==> src/rtl/fx_rx_pkg.sv <==
package fx_rx_pkg;
  localparam int SYM_W    = 5;
  localparam int NIB_W    = 4;
  localparam int WIN_W    = 2 * SYM_W;
  localparam int CAR_TAIL = 3;

  localparam logic [WIN_W-1:0] SSD_PAIR = 10'b11000_10001;
  localparam logic [SYM_W-1:0] GRP_T    = 5'b01101;
  localparam logic [SYM_W-1:0] GRP_R    = 5'b00111;
  localparam logic [NIB_W-1:0] NIB_PRE  = 4'b0101;
  localparam logic [NIB_W-1:0] NIB_FC   = 4'b1110;

  typedef enum logic [2:0] {
    ST_WAIT,
    ST_IDLE,
    ST_CAR,
    ST_FALSE,
    ST_FRAME
  } fr_state_e;

  typedef enum logic [1:0] {
    HK_DATA,
    HK_T,
    HK_BAD
  } held_kind_e;

  typedef struct packed {
    logic             is_data;
    logic             is_t;
    logic             is_r;
    logic [NIB_W-1:0] nib;
  } grp_info_t;
endpackage

==> src/rtl/fx_rx_decode.sv <==
module fx_rx_decode
  import fx_rx_pkg::*;
(
  input  logic [SYM_W-1:0] grp,
  output grp_info_t        info
);
  always_comb begin
    info.is_data = 1'b1;
    info.is_t    = (grp == GRP_T);
    info.is_r    = (grp == GRP_R);
    unique case (grp)
      5'b11110: info.nib = 4'h0;
      5'b01001: info.nib = 4'h1;
      5'b10100: info.nib = 4'h2;
      5'b10101: info.nib = 4'h3;
      5'b01010: info.nib = 4'h4;
      5'b01011: info.nib = 4'h5;
      5'b01110: info.nib = 4'h6;
      5'b01111: info.nib = 4'h7;
      5'b10010: info.nib = 4'h8;
      5'b10011: info.nib = 4'h9;
      5'b10110: info.nib = 4'hA;
      5'b10111: info.nib = 4'hB;
      5'b11010: info.nib = 4'hC;
      5'b11011: info.nib = 4'hD;
      5'b11100: info.nib = 4'hE;
      5'b11101: info.nib = 4'hF;
      default: begin
        info.nib     = '0;
        info.is_data = 1'b0;
      end
    endcase
  end
endmodule

==> src/rtl/fx_rx_window.sv <==
module fx_rx_window #(
  parameter int W = 10
) (
  input  logic         clk,
  input  logic         rst_n,
  input  logic         adv,
  input  logic         bit_in,
  input  logic         fill,
  output logic [W-1:0] win_nxt,
  output logic         carrier
);
  localparam int RW = $clog2(W + 1);

  logic [W-1:0]  sr;
  logic [W:0]    pad;
  logic [RW-1:0] runs;

  assign win_nxt = {sr[W-2:0], bit_in};
  assign pad     = {1'b1, win_nxt};

  // count separate zero runs in the window seen after this bit
  always_comb begin
    runs = '0;
    for (int i = 0; i < W; i++) begin
      if (!pad[i] && pad[i+1]) runs = runs + RW'(1);
    end
  end
  assign carrier = (runs >= RW'(2));

  always_ff @(posedge clk) begin
    if (!rst_n)   sr <= '1;
    else if (adv) sr <= fill ? '1 : win_nxt;
  end

  // re-entering idle search starts from a clean window
  p_fill_clean_r8: assert property (@(posedge clk) disable iff (!rst_n)
    (adv && fill) |=> (&sr));
endmodule

==> src/rtl/fx_rx_phase.sv <==
module fx_rx_phase #(
  parameter int N = 5
) (
  input  logic clk,
  input  logic rst_n,
  input  logic adv,
  input  logic resync,
  output logic wrap
);
  localparam int CW = $clog2(N);

  logic [CW-1:0] cnt;

  assign wrap = adv && (resync || cnt == CW'(N - 1));

  always_ff @(posedge clk) begin
    if (!rst_n) cnt <= '0;
    else if (adv) begin
      if (resync || cnt == CW'(N - 1)) cnt <= '0;
      else                             cnt <= cnt + CW'(1);
    end
  end

  // group phase never leaves its range
  p_phase_range_r6: assert property (@(posedge clk) disable iff (!rst_n)
    cnt < CW'(N));
endmodule

==> src/rtl/fx_rx_framer.sv <==
module fx_rx_framer
  import fx_rx_pkg::*;
(
  input  logic             clk,
  input  logic             rst_n,
  input  logic             slow_mode,
  input  logic             in_valid,
  input  logic             in_bit,
  output logic             in_ready,
  output logic             out_stb,
  output logic [NIB_W-1:0] nib_out,
  output logic             nib_valid,
  output logic             nib_err
);
  localparam int OW = $clog2(SYM_W);
  localparam int TW = $clog2(CAR_TAIL);

  fr_state_e        st, st_n;
  held_kind_e       hk, hk_n;
  logic [NIB_W-1:0] hnib, hnib_n;
  logic [OW-1:0]    ones, ones_n;
  logic [TW-1:0]    tail, tail_n;

  logic [WIN_W-1:0] win_nxt;
  logic             carrier, jk_hit, wrap;
  logic             fill, resync, jk_event, ev_frame;
  logic [NIB_W-1:0] e_nib, s_nib;
  logic             e_dv, e_er, s_dv, s_er;
  grp_info_t        gi;

  assign in_ready = 1'b1;
  assign jk_hit   = (win_nxt == SSD_PAIR);

  fx_rx_window #(.W(WIN_W)) u_window (
    .clk     (clk),
    .rst_n   (rst_n),
    .adv     (in_valid),
    .bit_in  (in_bit),
    .fill    (fill),
    .win_nxt (win_nxt),
    .carrier (carrier)
  );

  fx_rx_phase #(.N(SYM_W)) u_phase (
    .clk    (clk),
    .rst_n  (rst_n),
    .adv    (in_valid),
    .resync (resync),
    .wrap   (wrap)
  );

  fx_rx_decode u_decode (
    .grp  (win_nxt[SYM_W-1:0]),
    .info (gi)
  );

  always_comb begin
    st_n     = st;
    hk_n     = hk;
    hnib_n   = hnib;
    ones_n   = ones;
    tail_n   = tail;
    fill     = 1'b0;
    resync   = 1'b0;
    jk_event = 1'b0;
    ev_frame = 1'b0;
    e_nib    = '0;
    e_dv     = 1'b0;
    e_er     = 1'b0;
    if (in_valid) begin
      unique case (st)
        ST_WAIT, ST_FALSE: begin
          if (!in_bit) ones_n = '0;
          else if (ones == OW'(SYM_W - 1)) begin
            st_n   = ST_IDLE;
            fill   = 1'b1;
            ones_n = '0;
          end else ones_n = ones + OW'(1);
        end
        ST_IDLE: begin
          if (carrier) begin
            st_n   = ST_CAR;
            tail_n = '0;
          end
        end
        ST_CAR: begin
          if (tail == TW'(CAR_TAIL - 1)) begin
            if (jk_hit) begin
              st_n     = ST_FRAME;
              resync   = 1'b1;
              jk_event = 1'b1;
              hk_n     = HK_DATA;
              hnib_n   = NIB_PRE;
            end else begin
              st_n   = ST_FALSE;
              ones_n = '0;
            end
          end else tail_n = tail + TW'(1);
        end
        ST_FRAME: begin
          if (wrap) begin
            ev_frame = 1'b1;
            unique case (hk)
              HK_DATA: begin
                e_nib = hnib;
                e_dv  = 1'b1;
                if (gi.is_data) begin
                  hk_n   = HK_DATA;
                  hnib_n = gi.nib;
                end else if (gi.is_t) hk_n = HK_T;
                else                  hk_n = HK_BAD;
              end
              HK_T: begin
                if (!gi.is_r) begin
                  e_dv = 1'b1;
                  e_er = 1'b1;
                end
                st_n   = ST_WAIT;
                ones_n = '0;
              end
              default: begin
                e_dv   = 1'b1;
                e_er   = 1'b1;
                st_n   = ST_WAIT;
                ones_n = '0;
              end
            endcase
          end
        end
        default: st_n = ST_WAIT;
      endcase
    end
  end

  // value presented at each strobe
  always_comb begin
    if (jk_event) begin
      s_nib = NIB_PRE;
      s_dv  = 1'b1;
      s_er  = 1'b0;
    end else if (ev_frame) begin
      s_nib = e_nib;
      s_dv  = e_dv;
      s_er  = e_er;
    end else if (st_n == ST_FALSE) begin
      s_nib = NIB_FC;
      s_dv  = 1'b0;
      s_er  = 1'b1;
    end else begin
      s_nib = '0;
      s_dv  = 1'b0;
      s_er  = 1'b0;
    end
  end

  always_ff @(posedge clk) begin
    if (!rst_n) begin
      st        <= ST_WAIT;
      hk        <= HK_DATA;
      hnib      <= '0;
      ones      <= '0;
      tail      <= '0;
      out_stb   <= 1'b0;
      nib_out   <= '0;
      nib_valid <= 1'b0;
      nib_err   <= 1'b0;
    end else begin
      st      <= st_n;
      hk      <= hk_n;
      hnib    <= hnib_n;
      ones    <= ones_n;
      tail    <= tail_n;
      out_stb <= wrap;
      if (wrap) begin
        nib_out   <= s_nib;
        nib_valid <= s_dv;
        nib_err   <= s_er & ~slow_mode;
      end
    end
  end

  // frame data only follows a recovered start delimiter
  p_dv_after_ssd_r1: assert property (@(posedge clk) disable iff (!rst_n)
    $rose(nib_valid) |-> $past(jk_event));

  // an in-frame error strobe leaves the framer waiting for idle
  p_err_ends_frame_r4: assert property (@(posedge clk) disable iff (!rst_n)
    (out_stb && nib_valid && nib_err) |-> (st == ST_WAIT));

  // error without valid only ever carries the false-carrier code
  p_fc_code_r5: assert property (@(posedge clk) disable iff (!rst_n)
    (nib_err && !nib_valid) |-> (nib_out == NIB_FC));

  // outputs hold between strobes
  p_hold_between_r6: assert property (@(posedge clk) disable iff (!rst_n)
    !out_stb |-> $stable({nib_out, nib_valid, nib_err}));

  // slow mode silences the error output
  p_slow_quiet_r7: assert property (@(posedge clk) disable iff (!rst_n)
    (out_stb && $past(slow_mode)) |-> !nib_err);

  // never back-pressures
  p_always_ready_r9: assert property (@(posedge clk) disable iff (!rst_n)
    in_ready);
endmodule

==> config.mk <==
export PLATFORM = sky130hd
export DESIGN_NAME = fx_rx_framer
export DESIGN_NICKNAME = d
export VERILOG_FILES = /design/src/rtl/fx_rx_pkg.sv /design/src/rtl/fx_rx_decode.sv /design/src/rtl/fx_rx_window.sv /design/src/rtl/fx_rx_phase.sv /design/src/rtl/fx_rx_framer.sv
export SDC_FILE = /design/constraint.sdc
export NUM_CORES = 1
export LEC_CHECK = 0
export BUFFER_PORTS_ARGS = -buffer_cell sky130_fd_sc_hd__buf_4
export CAP_MARGIN = 30
export CORE_ASPECT_RATIO = 1.25
export CORE_MARGIN = 2
export CORE_UTILIZATION = 52
export DETAILED_ROUTE_END_ITERATION = 10
export PLACE_DENSITY = 0.69
export SYNTH_ARGS = -nofsm -noshare
export SYNTH_HDL_FRONTEND = slang
export SYNTH_SLANG_ARGS = --single-unit
==> constraint.sdc <==
create_clock -name clk -period 7.7 [get_ports clk]
set_input_delay 1.54 -clock clk [delete_from_list [all_inputs] [get_ports clk]]
set_output_delay 1.54 -clock clk [all_outputs]
set_load 0.05 [all_outputs]
==> results.txt <==
* Maximum number of pins on one net before global-route repair: 29
- Power density over the cells: approximately 150 mW/mm2
- The initial antenna violation count came to 0.
- Antenna Diode Count: 0
* Worst vdd ir: 71.7 uV
- Counting every instance in the synthesized netlist gives 350.
- PortBufs: 11
* First-pass GRT wire length: 9960 um
* Most prevalent standard cell on the critical path: sky130_fd_sc_hd__ha_1
- Synthesis-stage register bit count: 33
* Highest net fanout along the worst path: 9
- The endpoint identified for the worst register-to-register timing path is nib_out[2].
* Dominant register cell in the synthesized netlist: sky130_fd_sc_hd__dfxtp_1
- DR WL/cell: about 14 um
- Sw Share: a little under a third
- After layout, the worst path uses just under 90% of the clock period.
- A synthesized cell averages 7.90 um2.
- The filler cells instantiated in the layout total between 400 and 500.
- Number of top-level pins: 13
* Hold path endpoint: tail[1]
- Outcome: finished clean
* Post-synthesis instance area: about 0.0028 mm2
- Final max-slew violation count: 0
- Total negative slack for setup checks: 0 ps
- Fraction of the yosys area taken by sequential cells: 23.9%
- For this block, the routed nets add up to 5780 um of wire.
- Of the cells placed in the final design, the portion with a size suffix greater than 1 is a little over a tenth.
- Worst Reg-to-Reg Cells: 31
- Total clock buffers created by CTS: 5
- Number of standard cells in the final layout excluding fillers: 409
- The worst setup path is of the input port to flop kind.
- Number of buffers inserted to repair setup after CTS: 0
* Weighted congestion at the end of routability-driven global placement: about 0.85
- In this run the deepest clock path goes through 2 buffers.
- Of the total power, the clock network draws 32.7%.
- The tightest min-delay check is of the flop to flop type.
- Counting distinct cell types in the post-synthesis netlist gives 71.
* R2R Setup Slk: between 1000 and 1500 ps
* Number of global-route vias before repair: 2125
- Between clock sinks in the finished design, the worst skew comes to 2.58 ps.
- The number of gates resized after CTS was 0.
- The die covers 0.00592 mm2.
* Half-perimeter wire length after placement: 4270 um
* Number of buffers inserted by hold repair at cts: 0
* Endpoint kind of the worst setup timing path: flop
* Max-Cap Viols: 0
* Detailed router's first-iteration violation count: 97
- RSZ-0062 raised after global routing: no
* EDFF count, synth: 0
- Clock latency of the later-clocked register in the worst-skew pair: 280 ps
* Depth of the CTS H-tree: 2
- Including well taps, the total number of placed cells is 401.
- Actual transition at the worst max-transition pin: 735 ps
- Combinational logic burns about 25% of the power.
- Start point of the worst min-delay path: tail[1]
- Global routing used 20.3% of the available tracks across all layers.
- Final antenna-violating net count: 0
* Clk root buf: sky130_fd_sc_hd__clkbuf_8
- Area growth syn-to-layout: 5.79%
* Pleak: around 0.0012 uW
- Rows: 29
* Cell internal power dissipation: around 300 uW
* Proportion of synthesized flip-flops having asynchronous set or reset: 0%
* Placeable core area: 0.00512 mm2
- CP arrival: 6920 ps
* Highest-delay cell along the critical path: sky130_fd_sc_hd__o311a_1
- Dividing the detail-routed via count by the number of cells gives ~5.8.
- Most area-consuming cells after synthesis: sky130_fd_sc_hd__dfxtp_1 (24%), sky130_fd_sc_hd__ha_1 (7.2%), sky130_fd_sc_hd__nand2_1 (5.2%), sky130_fd_sc_hd__nor2b_1 (4.3%), sky130_fd_sc_hd__a21oi_1 (3.3%)
* # nets final: 367
- Cells on Worst Hold Path: 2
* DRT Pass-1 Iters: 4
- Count of vias placed by the detailed router: 2372
- The largest total area in the synthesized netlist belongs to sky130_fd_sc_hd__dfxtp_1.
* Clock slew at reported path FFs: 70 ps
- Highest clock frequency the design can meet: 147 MHz
* Number of warnings reported in the yosys synthesis log: 0
- Initial cell density of the core: 54.0%
- Synthesis produced a netlist with a net count of 371.
- The floorplan step set the die height to approximately 86 um.
* Net switching power of the design: between 100 and 150 uW
- Peak per-stage delay on the critical path: 370 ps
- Number of setup violations in the final report: 0
- CTS saw 33 sinks.
* Worst reg2reg path startpoint: u_window.sr[1]
* Time the worst path needs with I/O delays and setup: 6780 ps
- The count of final hold-check violations came to 0.
- Tightest slew margin relative to the limit: about half
- Launching element type of the critical path: input port
* Die Width: 69.2 um
- Data required time at the worst endpoint: 7830 ps
* GRT overflow: 0
* DRC violations left: 0
- Yosys top cell area share: 23.9%
- CTS tree: yes
- Sequential share of power: 42.2%
## layer usage
layer	vias up	part of all wire, %	track usage (%)
met5	-	0	0
met3	4	2.8	2.59
met2	33	50	35.7
met4	0	1.0	7.31
li1	1238	-	-
met1	1097	46	25.4
## synthesized netlist by cell type (6+ instances only)
| cell | instances |
|---|---|
| sky130_fd_sc_hd__nand2_1 | 38 |
| sky130_fd_sc_hd__dfxtp_1 | 33 |
| sky130_fd_sc_hd__nor2_1 | 22 |
| sky130_fd_sc_hd__nor2b_1 | 19 |
| sky130_fd_sc_hd__a21oi_1 | 18 |
| sky130_fd_sc_hd__ha_1 | 16 |
| sky130_fd_sc_hd__inv_1 | 15 |
| sky130_fd_sc_hd__nand3_1 | 13 |
| sky130_fd_sc_hd__o21ai_0 | 12 |
| sky130_fd_sc_hd__nand2b_1 | 11 |
| sky130_fd_sc_hd__nor3_1 | 10 |
| sky130_fd_sc_hd__mux2i_1 | 9 |
| sky130_fd_sc_hd__xnor2_1 | 9 |
| sky130_fd_sc_hd__clkbuf_1 | 8 |
| sky130_fd_sc_hd__xor2_1 | 6 |
## cell usage in the layout (no fill, tap or decap), types with 4 or more instances in the layout
master	count
sky130_fd_sc_hd__nor3_1	10
sky130_fd_sc_hd__xnor2_1	9
sky130_fd_sc_hd__o211ai_1	5
sky130_fd_sc_hd__o21ai_0	12
sky130_fd_sc_hd__a31oi_1	5
sky130_fd_sc_hd__inv_1	15
sky130_fd_sc_hd__nand2_1	38
sky130_fd_sc_hd__a21oi_1	18
sky130_fd_sc_hd__o21a_1	4
sky130_fd_sc_hd__ha_1	16
sky130_fd_sc_hd__and2_1	5
sky130_fd_sc_hd__buf_4	11
sky130_fd_sc_hd__nand2b_1	11
sky130_fd_sc_hd__mux2i_1	9
sky130_fd_sc_hd__xor2_1	6
sky130_fd_sc_hd__clkbuf_8	7
sky130_fd_sc_hd__nand3_1	13
sky130_fd_sc_hd__o31ai_1	4
sky130_fd_sc_hd__nor2b_1	19
sky130_fd_sc_hd__or3_1	4
sky130_fd_sc_hd__dfxtp_1	33
sky130_fd_sc_hd__nor2_1	22
## critical path: cells and delay by family
kind | cells | cell delay (ps)
AOI/OAI and AO/OA | 11 | 2140
xor gates and xnor gates | 3 | 510
adders and majority gates | 5 | 1360
buffers and inverters | 2 | 210
muxes | 1 | 110
and+or+nand+nor | 9 | 1060
## final cells by class
type                       instances  area, um2  share of cell area (%)
multi-input combinational        278       1940                    66.3
sequential                        33        661                    22.6
clock inverter                     1       5.00                   0.171
clock buffer                       7       96.3                    3.29
timing repair buffer              11       82.6                    2.82
inverter                          17       63.8                    2.18
tap                               62       77.6                    2.65
## cell families after synthesis
| kind of cell | Yosys count | share of synthesized area [%] |
|---|---|---|
| compound gates | 85 | 23.5 |
| xor+xnor | 17 | 5.93 |
| fa+ha+maj | 16 | 7.24 |
| buf+inv | 39 | 5.97 |
| flops | 33 | 23.9 |
| mux | 9 | 3.26 |
| other cells | 1 | 0.136 |
| simple gates | 150 | 30.1 |
## power by group through the flow
stage	Clock [uW]	Sequential, uW	Combinational (uW)
2_1_floorplan	0	182	98.2
6_report	143	185	110
4_1_cts	147	185	110
5_1_grt	156	186	124
3_3_place_gp	0	188	108
3_5_place_dp	0	188	110
## stage by stage
step                utilization (%)  hold WS, ps  power (uW)  worst slack, ps  area (um2)
floorplan                         -          431         280             1100        2760
global placement               55.2          445         297              741        2820
detailed placement             55.2          454         298              628        2820
CTS                            57.2          463         442              944        2920
global route                   57.2          493         466              468        2920
finish                         57.2          462         438              915        2920
## state kept, by name, indices dropped and copies added, names as in the netlist
name and count:
u_window.sr 9, st 3, out_stb 1, ones 3
tail 2, hnib 4, u_phase.cnt 3, hk 2
nib_out 4, nib_err 1, nib_valid 1
## how the worst max path moves through the flow
stage | start | end | cells past startpoint
CTS | in_bit | nib_out[2] | 31
detailed placement | in_bit | nib_out[2] | 31
finish | in_bit | nib_out[2] | 31
floorplan | in_bit | nib_out[2] | 32
global placement | in_bit | nib_out[2] | 31
global route | in_bit | nib_out[2] | 32
Note: power is estimated with default switching activity, not from simulation.
